$ cat config.mk
export PLATFORM = sky130hd
export DESIGN_NAME = tref_sel_top
export DESIGN_NICKNAME = d
export VERILOG_FILES = /design/src/rtl/tref_pkg.sv /design/src/rtl/tref_loss.sv /design/src/rtl/tref_ctrl.sv /design/src/rtl/tref_dp.sv /design/src/rtl/tref_sel_top.sv
export SDC_FILE = /design/constraint.sdc
export NUM_CORES = 1
export LEC_CHECK = 0
export BUFFER_PORTS_ARGS = -buffer_cell sky130_fd_sc_hd__buf_4
export CORE_MARGIN = 2
export CORE_UTILIZATION = 37
export CTS_BUF_LIST = sky130_fd_sc_hd__clkbuf_8
export DETAILED_ROUTE_END_ITERATION = 16
export PLACE_DENSITY = 0.59
export SLEW_MARGIN = 20
export SYNTH_ARGS = -nofsm -noshare
export SYNTH_HDL_FRONTEND = slang
export SYNTH_SLANG_ARGS = --single-unit
export TNS_END_PERCENT = 1
$ cat constraint.sdc
create_clock -name clk -period 3.4 [get_ports clk]
set_clock_uncertainty 0.2 [all_clocks]
set_input_delay 0.51 -clock clk [delete_from_list [all_inputs] [get_ports clk]]
set_output_delay 0.51 -clock clk [all_outputs]
set_load 0.01 [all_outputs]
$ cat src/rtl/tref_pkg.sv
package tref_pkg;
  localparam int NSRC = 6;
  localparam int SW = 3;

  typedef enum logic [SW-1:0] {
    SRC_TRUNK = 3'd0,
    SRC_REF1  = 3'd1,
    SRC_REF2  = 3'd2,
    SRC_OSC   = 3'd3,
    SRC_BUSA  = 3'd4,
    SRC_BUSB  = 3'd5
  } src_e;

  typedef enum logic [1:0] {
    ROLE_PRI   = 2'd0,
    ROLE_SEC   = 2'd1,
    ROLE_SLV   = 2'd2,
    ROLE_ALONE = 2'd3
  } role_e;

  typedef enum logic {
    ST_NORM = 1'b0,
    ST_FALL = 1'b1
  } fallSt_e;

  typedef struct packed {
    logic useFb;
    logic useOsc;
    logic drvA;
    logic drvB;
    logic hold;
    logic err;
  } strobe_t;
endpackage

$ cat src/rtl/tref_loss.sv
module tref_loss #(
  parameter int CW = 8
) (
  input  logic          clk,
  input  logic          rstN,
  input  logic          refTick,
  input  logic          valid,
  input  logic [CW-1:0] limit,
  output logic          lost
);
  logic [CW-1:0] cnt;

  always_ff @(posedge clk) begin
    if (!rstN) cnt <= '0;
    else if (valid) cnt <= '0;
    else if (refTick && (cnt < limit)) cnt <= cnt + 1'b1;
  end

  assign lost = !valid && (cnt >= limit);

  AST_LOST_NEEDS_HISTORY: assert property (@(posedge clk) disable iff (!rstN)
    (lost && limit != '0) |-> $past(!valid)) else $error("loss without prior invalid");
endmodule

$ cat src/rtl/tref_ctrl.sv
module tref_ctrl
  import tref_pkg::*;
(
  input  logic            clk,
  input  logic            rstN,
  input  logic [NSRC-1:0] srcLost,
  input  logic [1:0]      cfgRole,
  input  logic [SW-1:0]   cfgPrimary,
  input  logic [SW-1:0]   cfgFallback,
  input  logic            cfgAutoFb,
  input  logic            cfgDualRef,
  input  logic            cfgDriveB,
  input  logic            swClear,
  output strobe_t         stb
);
  localparam int PADW = 1 << SW;
  localparam logic [SW-1:0] LASTCODE = SW'(NSRC - 1);

  logic [PADW-1:0] lostPad;
  logic priLost, fbLost, priIsBus, fbIsBus;
  logic codeBad, sameSrc, refBad, roleBad, errNext;
  logic isMaster, holdNext, drvANext, drvBNext;
  fallSt_e stQ, stNext;
  logic holdQ, errQ, drvAQ, drvBQ, aloneQ;

  assign lostPad  = {{(PADW-NSRC){1'b1}}, srcLost};
  assign priLost  = lostPad[cfgPrimary];
  assign fbLost   = lostPad[cfgFallback];
  assign priIsBus = (cfgPrimary == SRC_BUSA) || (cfgPrimary == SRC_BUSB);
  assign fbIsBus  = (cfgFallback == SRC_BUSA) || (cfgFallback == SRC_BUSB);
  assign codeBad  = (cfgPrimary > LASTCODE) || (cfgFallback > LASTCODE);
  assign sameSrc  = (cfgPrimary == cfgFallback);
  assign refBad   = !cfgDualRef && ((cfgPrimary == SRC_REF2) || (cfgFallback == SRC_REF2));
  assign isMaster = (cfgRole == ROLE_PRI) || (cfgRole == ROLE_SEC);

  always_comb begin
    case (cfgRole)
      ROLE_PRI: roleBad = priIsBus || fbIsBus;
      ROLE_SEC: roleBad = !priIsBus || fbIsBus;
      ROLE_SLV: roleBad = !priIsBus || !fbIsBus;
      default:  roleBad = 1'b0;
    endcase
  end

  assign errNext = (cfgRole != ROLE_ALONE) && (codeBad || sameSrc || refBad || roleBad);

  always_comb begin
    stNext = stQ;
    if ((cfgRole == ROLE_ALONE) || errNext) stNext = ST_NORM;
    else if (stQ == ST_NORM) begin
      if (cfgAutoFb && priLost && !fbLost) stNext = ST_FALL;
    end
    else if (swClear) stNext = ST_NORM;
    else if ((cfgRole == ROLE_PRI) && !priLost) stNext = ST_NORM;
  end

  assign holdNext = isMaster && !errNext && priLost && fbLost;
  assign drvANext = !holdNext && !errNext &&
                    (((cfgRole == ROLE_PRI) && !cfgDriveB) ||
                     ((cfgRole == ROLE_SEC) && (cfgPrimary == SRC_BUSB)));
  assign drvBNext = !holdNext && !errNext &&
                    (((cfgRole == ROLE_PRI) && cfgDriveB) ||
                     ((cfgRole == ROLE_SEC) && (cfgPrimary == SRC_BUSA)));

  always_ff @(posedge clk) begin
    if (!rstN) begin
      stQ    <= ST_NORM;
      holdQ  <= 1'b0;
      errQ   <= 1'b0;
      drvAQ  <= 1'b0;
      drvBQ  <= 1'b0;
      aloneQ <= 1'b0;
    end else begin
      stQ    <= stNext;
      holdQ  <= holdNext;
      errQ   <= errNext;
      drvAQ  <= drvANext;
      drvBQ  <= drvBNext;
      aloneQ <= (cfgRole == ROLE_ALONE);
    end
  end

  assign stb = '{useFb: (stQ == ST_FALL), useOsc: aloneQ, drvA: drvAQ,
                 drvB: drvBQ, hold: holdQ, err: errQ};

  AST_NO_SWITCH_WHEN_OFF: assert property (@(posedge clk) disable iff (!rstN)
    (stQ == ST_NORM && !cfgAutoFb) |=> (stQ == ST_NORM)) else $error("switch with auto off");
  AST_LATCH_KEEPS: assert property (@(posedge clk) disable iff (!rstN)
    (stQ == ST_FALL && (cfgRole == ROLE_SEC || cfgRole == ROLE_SLV) && !swClear && !errNext)
    |=> (stQ == ST_FALL)) else $error("latched fallback released");
  AST_PRI_REVERTS: assert property (@(posedge clk) disable iff (!rstN)
    (stQ == ST_FALL && cfgRole == ROLE_PRI && !priLost) |=> (stQ == ST_NORM)) else $error("no revert");
endmodule

$ cat src/rtl/tref_dp.sv
module tref_dp
  import tref_pkg::*;
#(
  parameter int CW = 8
) (
  input  logic            clk,
  input  logic            rstN,
  input  logic            refTick,
  input  logic [NSRC-1:0] srcValid,
  input  logic [CW-1:0]   lossLimit,
  input  logic [SW-1:0]   cfgPrimary,
  input  logic [SW-1:0]   cfgFallback,
  input  strobe_t         stb,
  output logic [NSRC-1:0] srcLost,
  output logic [SW-1:0]   selSrc,
  output logic            swEvent,
  output logic            fbActive,
  output logic            holdover,
  output logic            driveA,
  output logic            driveB,
  output logic            busDetached,
  output logic            cfgError
);
  logic [SW-1:0] selNext;
  logic primedQ;

  for (genvar i = 0; i < NSRC; i++) begin : g_loss
    tref_loss #(.CW(CW)) loss_i (
      .clk(clk), .rstN(rstN), .refTick(refTick), .valid(srcValid[i]),
      .limit(lossLimit), .lost(srcLost[i])
    );
  end

  always_comb begin
    if (stb.useOsc) selNext = SRC_OSC;
    else if (stb.useFb) selNext = cfgFallback;
    else selNext = cfgPrimary;
  end

  always_ff @(posedge clk) begin
    if (!rstN) begin
      selSrc      <= '0;
      swEvent     <= 1'b0;
      primedQ     <= 1'b0;
      fbActive    <= 1'b0;
      holdover    <= 1'b0;
      driveA      <= 1'b0;
      driveB      <= 1'b0;
      busDetached <= 1'b0;
      cfgError    <= 1'b0;
    end else begin
      selSrc      <= selNext;
      swEvent     <= primedQ && (selNext != selSrc);
      primedQ     <= 1'b1;
      fbActive    <= stb.useFb;
      holdover    <= stb.hold;
      driveA      <= stb.drvA;
      driveB      <= stb.drvB;
      busDetached <= stb.useOsc;
      cfgError    <= stb.err;
    end
  end

  AST_ONE_DRIVE: assert property (@(posedge clk) disable iff (!rstN)
    !(driveA && driveB)) else $error("both buses driven");
  AST_EVENT_ON_CHANGE: assert property (@(posedge clk) disable iff (!rstN)
    swEvent |-> (selSrc != $past(selSrc))) else $error("event without change");
  AST_EVENT_SINGLE: assert property (@(posedge clk) disable iff (!rstN)
    swEvent |=> !swEvent || (selSrc != $past(selSrc))) else $error("stretched event");
  AST_DETACH_NODRIVE: assert property (@(posedge clk) disable iff (!rstN)
    busDetached |-> (!driveA && !driveB && selSrc == SRC_OSC)) else $error("standalone drives");
  AST_ERR_NO_FB: assert property (@(posedge clk) disable iff (!rstN)
    cfgError |-> (!fbActive && !driveA && !driveB)) else $error("fallback under error");
  AST_HOLD_NODRIVE: assert property (@(posedge clk) disable iff (!rstN)
    holdover |-> (!driveA && !driveB)) else $error("drive in holdover");
endmodule

$ cat src/rtl/tref_sel_top.sv
module tref_sel_top
  import tref_pkg::*;
#(
  parameter int CW = 8
) (
  input  logic            clk,
  input  logic            rstN,
  input  logic            refTick,
  input  logic [NSRC-1:0] srcValid,
  input  logic [CW-1:0]   lossLimit,
  input  logic [1:0]      cfgRole,
  input  logic [SW-1:0]   cfgPrimary,
  input  logic [SW-1:0]   cfgFallback,
  input  logic            cfgAutoFb,
  input  logic            cfgDualRef,
  input  logic            cfgDriveB,
  input  logic            swClear,
  output logic [SW-1:0]   selSrc,
  output logic            swEvent,
  output logic            fbActive,
  output logic            holdover,
  output logic            driveA,
  output logic            driveB,
  output logic            busDetached,
  output logic            cfgError
);
  logic [NSRC-1:0] srcLost;
  strobe_t stb;

  tref_ctrl ctrl_i (
    .clk(clk), .rstN(rstN), .srcLost(srcLost), .cfgRole(cfgRole),
    .cfgPrimary(cfgPrimary), .cfgFallback(cfgFallback), .cfgAutoFb(cfgAutoFb),
    .cfgDualRef(cfgDualRef), .cfgDriveB(cfgDriveB), .swClear(swClear), .stb(stb)
  );

  tref_dp #(.CW(CW)) dp_i (
    .clk(clk), .rstN(rstN), .refTick(refTick), .srcValid(srcValid),
    .lossLimit(lossLimit), .cfgPrimary(cfgPrimary), .cfgFallback(cfgFallback),
    .stb(stb), .srcLost(srcLost), .selSrc(selSrc), .swEvent(swEvent),
    .fbActive(fbActive), .holdover(holdover), .driveA(driveA), .driveB(driveB),
    .busDetached(busDetached), .cfgError(cfgError)
  );
endmodule

# Word-level counts from Yosys, hierarchy flattened

Cells that the tools add are included.

Mux-type cells: 12
Equality and inequality tests: 12
$add $sub $neg: 6
$lt $le $gt $ge: 16
Bitwise gates (word level): 1
Reduce and logical (&&, ||, !) cells: 64

Operator list:

| operator                                                             | count |
|---|---|
| 8-bit by 1-bit adder with 8-bit output, second input constant        | 6 |
| 8-bit >= comparator                                                  | 6 |
| 8-bit < comparator                                                   | 6 |
| 1-bit logical AND                                                    | 28 |
| 1-bit logical NOT                                                    | 14 |
| 1-bit logical OR                                                     | 14 |
| 2-bit OR reduction                                                   | 7 |
| 3-bit == test, second input constant                                 | 4 |
| 3-bit by 4-bit < comparator with 1-bit output, second input constant | 2 |
| 1-bit 2-to-1 mux                                                     | 7 |
| 1-bit binary-select mux with 3-bit select                            | 2 |
| 3-bit by 2-bit == test with 1-bit output, second input constant      | 2 |
| 3-bit greater-than comparator, second input constant                 | 2 |
| 3-bit 2-to-1 mux                                                     | 2 |
| 2-bit == test, second input constant                                 | 2 |
| 3-bit == test                                                        | 1 |
| 3-bit != test                                                        | 1 |
| 1-bit case mux with 3 select lines                                   | 1 |
| 2-bit by 1-bit == test with 1-bit output, second input constant      | 1 |
| 2-bit logical NOT                                                    | 1 |
| 2-bit != test, second input constant                                 | 1 |
| 1-bit NOT                                                            | 1 |

Output and inout bits: 10
Input bits: 29
Register bits: 65
Logic and storage cells: 132

# Logic depth before layout (Yosys ltp)

Depth after elaboration: 14
Gate-level depth with buffers: 9

# By module

From an unflattened synthesis, not the netlist that was laid out.

Cell total of the unflattened synthesis: 563
Area, all modules: 4710.8 um^2

By module, submodules not included:

| module    | area each (um^2) | sequential area each (um^2) | instances | cells an instance |
|---|---|---|---|---|
| tref_loss | 626.9            | 160.2                       | 6         | 77 |
| tref_ctrl | 588.1            | 120.1                       | 1         | 70 |
| tref_dp   | 361.6            | 220.2                       | 1         | 31 |

# Worst setup path before layout

No wires, ideal clock.

Path kind: in2reg
From: input lossLimit[0]
To: register ctrl_i.holdQ
Stages: 8
Path buffers: 0
Required time: 3.084 ns
Data arrival time: 2.208 ns
Path slack: 0.877 ns
Setup time: 0.116 ns
Cells stage by stage: ha_1 -> nand2b_1 -> a2111o_1 -> a32oi_2 -> mux2i_1 -> o32a_1 -> nor4bb_4 -> and3_1

Cells in the longest elaborated chain, start to end: 6
Elaborated cells between the ends (all ways): 18
Those cells by class: order compare: 6; mux: 4; reduce/logical: 8

Ends and longest elaborated chain:

| element                                   | line               | source |
|---|---|---|
| start: declaration                        | tref_sel_top.sv:10 | `input logic [CW-1:0] lossLimit,` |
| 8-bit >= comparator                       | tref_loss.sv:19    | `assign lost = !valid && (cnt >= limit);` |
| 1-bit logical AND                         | tref_loss.sv:19    |  |
| 1-bit binary-select mux with 3-bit select | tref_ctrl.sv:27    | `assign priLost = lostPad[cfgPrimary];` |
| 1-bit 2-to-1 mux (not written as such)    | tref_ctrl.sv:27    |  |
| 1-bit logical AND                         | tref_ctrl.sv:57    | `assign holdNext = isMaster && !errNext && priLost && fbLost;` |
| 1-bit logical AND (*)                     | tref_ctrl.sv:57    |  |
| end signal: assignment                    | tref_ctrl.sv:75    | `holdQ <= holdNext;` |
| end: declaration                          | tref_ctrl.sv:24    | `logic holdQ, errQ, drvAQ, drvBQ, aloneQ;` |

Mark *: on every way between the ends. The rest lies on a longest branch, timed or not. The select of a mux whose other input is x is not followed.
A chain may end at the register's enable or synchronous reset.

# Worst setup path in the final report

From: register dp_i.g_loss[4].loss_i.cnt[0]
To: register ctrl_i.drvAQ

Cells in the longest elaborated chain, start to end: 9
Elaborated cells between the ends (all ways): 11
Those cells by class: order compare: 1; mux: 4; reduce/logical: 6

Ends and longest elaborated chain:

| element                                   | line            | source |
|---|---|---|
| start: declaration                        | tref_loss.sv:11 | `logic [CW-1:0] cnt;` |
| start signal: assignment                  | tref_loss.sv:16 | `else if (refTick && (cnt < limit)) cnt <= cnt + 1'b1;` |
| 8-bit >= comparator (*)                   | tref_loss.sv:19 |  |
| 1-bit logical AND (*)                     | tref_loss.sv:19 |  |
| 1-bit binary-select mux with 3-bit select | tref_ctrl.sv:27 |  |
| 1-bit 2-to-1 mux (not written as such)    | tref_ctrl.sv:27 |  |
| 1-bit logical AND                         | tref_ctrl.sv:57 |  |
| 1-bit logical AND (*)                     | tref_ctrl.sv:57 |  |
| 1-bit logical NOT (*)                     | tref_ctrl.sv:58 | `assign drvANext = !holdNext && !errNext &&` |
| 1-bit logical AND (*) (2 in a row)        | tref_ctrl.sv:58 |  |
| end signal: assignment                    | tref_ctrl.sv:77 | `drvAQ <= drvANext;` |
| end: declaration                          | tref_ctrl.sv:24 |  |

Marks and branches as above.

==> reports/metrics.yaml <==
hold_path_class: "in -> reg"
avgRoutedWirePerCell_um: 14.5
port-buffer-count: 38
vias: 3721
drt-initial-drc-count: 269
critPathMaxStageDelay_ns: 0.46
muxShareOfSynthArea_pct: 0.466
hold_end: "dp_i.primedQ$_DFF_P_"
clk-insertion-delay-late_ns: 0.36
cp_max_fo: 4
clock_power_share_pct: 41.9
synth_cell_types: 48
synth_area_leaders: "dfxtp_1 30%, ha_1 17%, xnor2_1 8.6%"
clock.fmax_mhz: 377
synth_compound_area_share_pct: 14.7
hpwl_um: 7810
track_usage_pct: 16.7
ys.flop_type: "dfxtp_1"
layout_top_registers: "dp_i.g_loss.loss_i.cnt (48), dp_i.selSrc (3)"
wl_met2_um: 4960
syn2layout_area_growth_pct: 14.9
tightest_slew_ns: 0.626
instances_no_fill: 702
io_pins: 39
post-place-cells: 686
syn_inst: 514
ir_worst_vdd_mv: 0.178
core_area_um2: 11400
num_rows: 39
grt_max_degree: 22
synth_adder_area_share_pct: 16.9
setup_viol: 0
grt-ovfl-total: 0
wl_met3_um: 381
reg2reg_depth: 9
routed.top_layer: "met4"
cts_resized: 0
cts_tree: "yes"
p_seq_share_pct: 45.6
worstHoldStart: "rstN"
finalCoreUtilization_pct: 43.4
rrSetupSlack_ns: 0.75
start_kind: "flip-flop"
place_congestion: 0.853
dp_slack_ns: 0.506
synthDominantCellAreaShare_pct: 30.3
cts.path.max_buffers: 2
ant_nets: 0
post-route-period-util_pct: 78.1
setup_ws_ns: 0.745
slew_headroom_pct: 58.3
fp.dieH_um: 112
crit_path_end_kind: "flip-flop"
drive_gt1_share_pct: 10.9
max_cap_viol_count: 0
viasPerCell: 5.30
grt_first_pass_wirelength_um: 17100
postCtsSetupRepairBufs: 0
synth_seq_area_share_pct: 30.3
worstPathCellList: "inv_1 -> ha_1 -> nand2b_1 -> a2111oi_0 -> a2111o_1 -> a31oi_1 -> or3_1 -> nor4bb_4 -> nor3_1"
async_reset_ff_share_pct: 0
final_nets: 641
synth_area_um2: 4290
pwr-share-comb_pct: 12.5
reg2reg_to: "ctrl_i.drvAQ$_SDFF_PN0_"
yosys.area.top_type: "dfxtp_1"
critPathSlowestCell: "a2111oi_0"
synth_warnings: 0
die_area_um2: 12500
crit_type: "reg -> reg"
grt_pass1_vias: 3662
p_int_w: 0.00128
regMostFlops: "dp_i.g_loss.loss_i.cnt"
hold_viol_final: 0
final.setup.tns_ns: 0
drtPass1Iterations: 4
hold_buffers: 0
final.min_clock_period_ns: 2.65
rr_startpoint: "dp_i.g_loss[4].loss_i.cnt[0]$_SDFFE_PP0P_"
p_switching_w: 0.000446
drcViolationCount: 0
outcome: "completed"
synth_top_family_by_area: "simple AND/OR/NAND/NOR gates"
swShare_pct: 25.9
antennaDiodeCount: 0
synth_edf_count: 0
synth_area_per_cell_um2: 8.35
power_density_nw_per_um2: 349
clkTransAtPathRegs_ns: 0.08
largest_reg_flops: 48
wl_met1_um: 4680
synth_simple_gate_area_share_pct: 24.8
antenna_found_initial: 0
start_util_pct: 37.7
ys_ff_latch: 65
die_x_um: 112
crit_required_ns: 3.47
hold_path_depth: 1
synth_nets: 601
p_leak_nw: 1.94
numClockSinks: 65
cts_root_buf: "clkbuf_8"
numCtsBuffers: 9
htree_num_levels: 3
worstPathArrival_ns: 2.73
rsz0062_at_grt: "false"
synth_xor_area_share_pct: 8.98
report.final.slew_viol_count: 0
routed_wl_um: 10200
==> per-layer routing <==
layer | global-route usage, % | vias to the layer above
met5 | 0 | -
met4 | 5.51 | 0
met3 | 3.97 | 13
met2 | 29.4 | 53
met1 | 20.1 | 1733
li1 | - | 1922
==> worst max-delay path by stage <==
| stage | from | end | slack, ns |
|---|---|---|---|
| final | dp_i.g_loss[4].loss_i.cnt[0]$_SDFFE_PP0P_ | ctrl_i.drvAQ$_SDFF_PN0_ | 0.75 |
| after global routing | dp_i.g_loss[1].loss_i.cnt[0]$_SDFFE_PP0P_ | ctrl_i.drvAQ$_SDFF_PN0_ | 0.59 |
| after CTS | dp_i.g_loss[5].loss_i.cnt[0]$_SDFFE_PP0P_ | ctrl_i.drvAQ$_SDFF_PN0_ | 0.75 |
| after detailed placement | lossLimit[1] | ctrl_i.drvAQ$_SDFF_PN0_ | 0.51 |
| after global placement | lossLimit[1] | ctrl_i.holdQ$_SDFF_PN0_ | 0.53 |
| after floorplan | lossLimit[0] | ctrl_i.holdQ$_SDFF_PN0_ | 0.88 |
==> cells in the final DEF, fill, tap and decap left out, types with 14 or more instances in the layout <==
master	n
a21oi_1	31
buf_4	38
dfxtp_1	65
ha_1	58
inv_1	36
nand2_1	40
nand4_1	18
nor2_1	57
nor4_1	14
o21ai_0	23
xnor2_1	42
==> worst max-delay path: cells and delay by family, from the launching register on <==
kind	cells	cell delay, ns
buffers and inverters	1	0.08
AOI/OAI and AO/OA	3	0.76
adders and majority gates	1	0.26
DFF	1	0.41
and+or+nand+nor	4	0.86
==> power by group through the flow <==
stage	clock network, W	logic, W	registers (W)
after floorplan	0	0.000137	0.000802
final	0.000721	0.000216	0.000785
after global routing	0.000771	0.000244	0.000787
after CTS	0.000742	0.000216	0.000785
after global placement	0	0.000209	0.000802
after detailed placement	0	0.000215	0.000802
==> kinds of logic after synthesis <==
kind of cell,after synthesis
buffers and inverters,44
DFF,65
AOI/OAI and AO/OA,97
muxes,2
and+or+nand+nor,204
adders and majority gates,58
xor gates and xnor gates,44
==> through the flow <==
step	total power [W]	cell area (um^2)	hold slack (ns)
3_3_place_gp	0.00101	4720	0.224
3_5_place_dp	0.00102	4720	0.221
5_1_grt	0.00180	4930	0.216
4_1_cts	0.00174	4930	0.219
2_1_floorplan	0.000939	4290	0.207
6_report	0.00172	4930	0.222
==> synth_stat cells (2+ instances only) <==
| master | count |
|---|---|
| a221oi_1 | 2 |
| o21ai_0 | 23 |
| a21oi_1 | 31 |
| and3_1 | 4 |
| a31oi_1 | 3 |
| nor4b_1 | 9 |
| nor3b_1 | 8 |
| nand2b_1 | 10 |
| nor3_1 | 12 |
| ha_1 | 58 |
| a2111oi_0 | 2 |
| a32oi_1 | 2 |
| xnor2_1 | 42 |
| xor2_1 | 2 |
| buf_1 | 3 |
| nor2b_1 | 9 |
| or2_2 | 2 |
| nor4_1 | 14 |
| nor2_1 | 57 |
| o21a_1 | 7 |
| o32a_1 | 2 |
| a31o_2 | 3 |
| inv_1 | 35 |
| o21ai_1 | 5 |
| and2_1 | 8 |
| a2111o_1 | 4 |
| nand3_1 | 9 |
| nand2_1 | 40 |
| mux2i_1 | 2 |
| clkbuf_1 | 6 |
| dfxtp_1 | 65 |
| nand4_1 | 18 |
| a211oi_1 | 2 |
==> cell type report <==
cell class,count,area [um^2]
clock inverters,7,86.3
clock buffers,9,124
repair buffers,38,285
fillers,1151,6440
well taps,143,179
multi-input cells,405,2830
flip-flops and latches,65,1300
inverters,35,131
No activity file was read; power rests on OpenSTA's default activity.
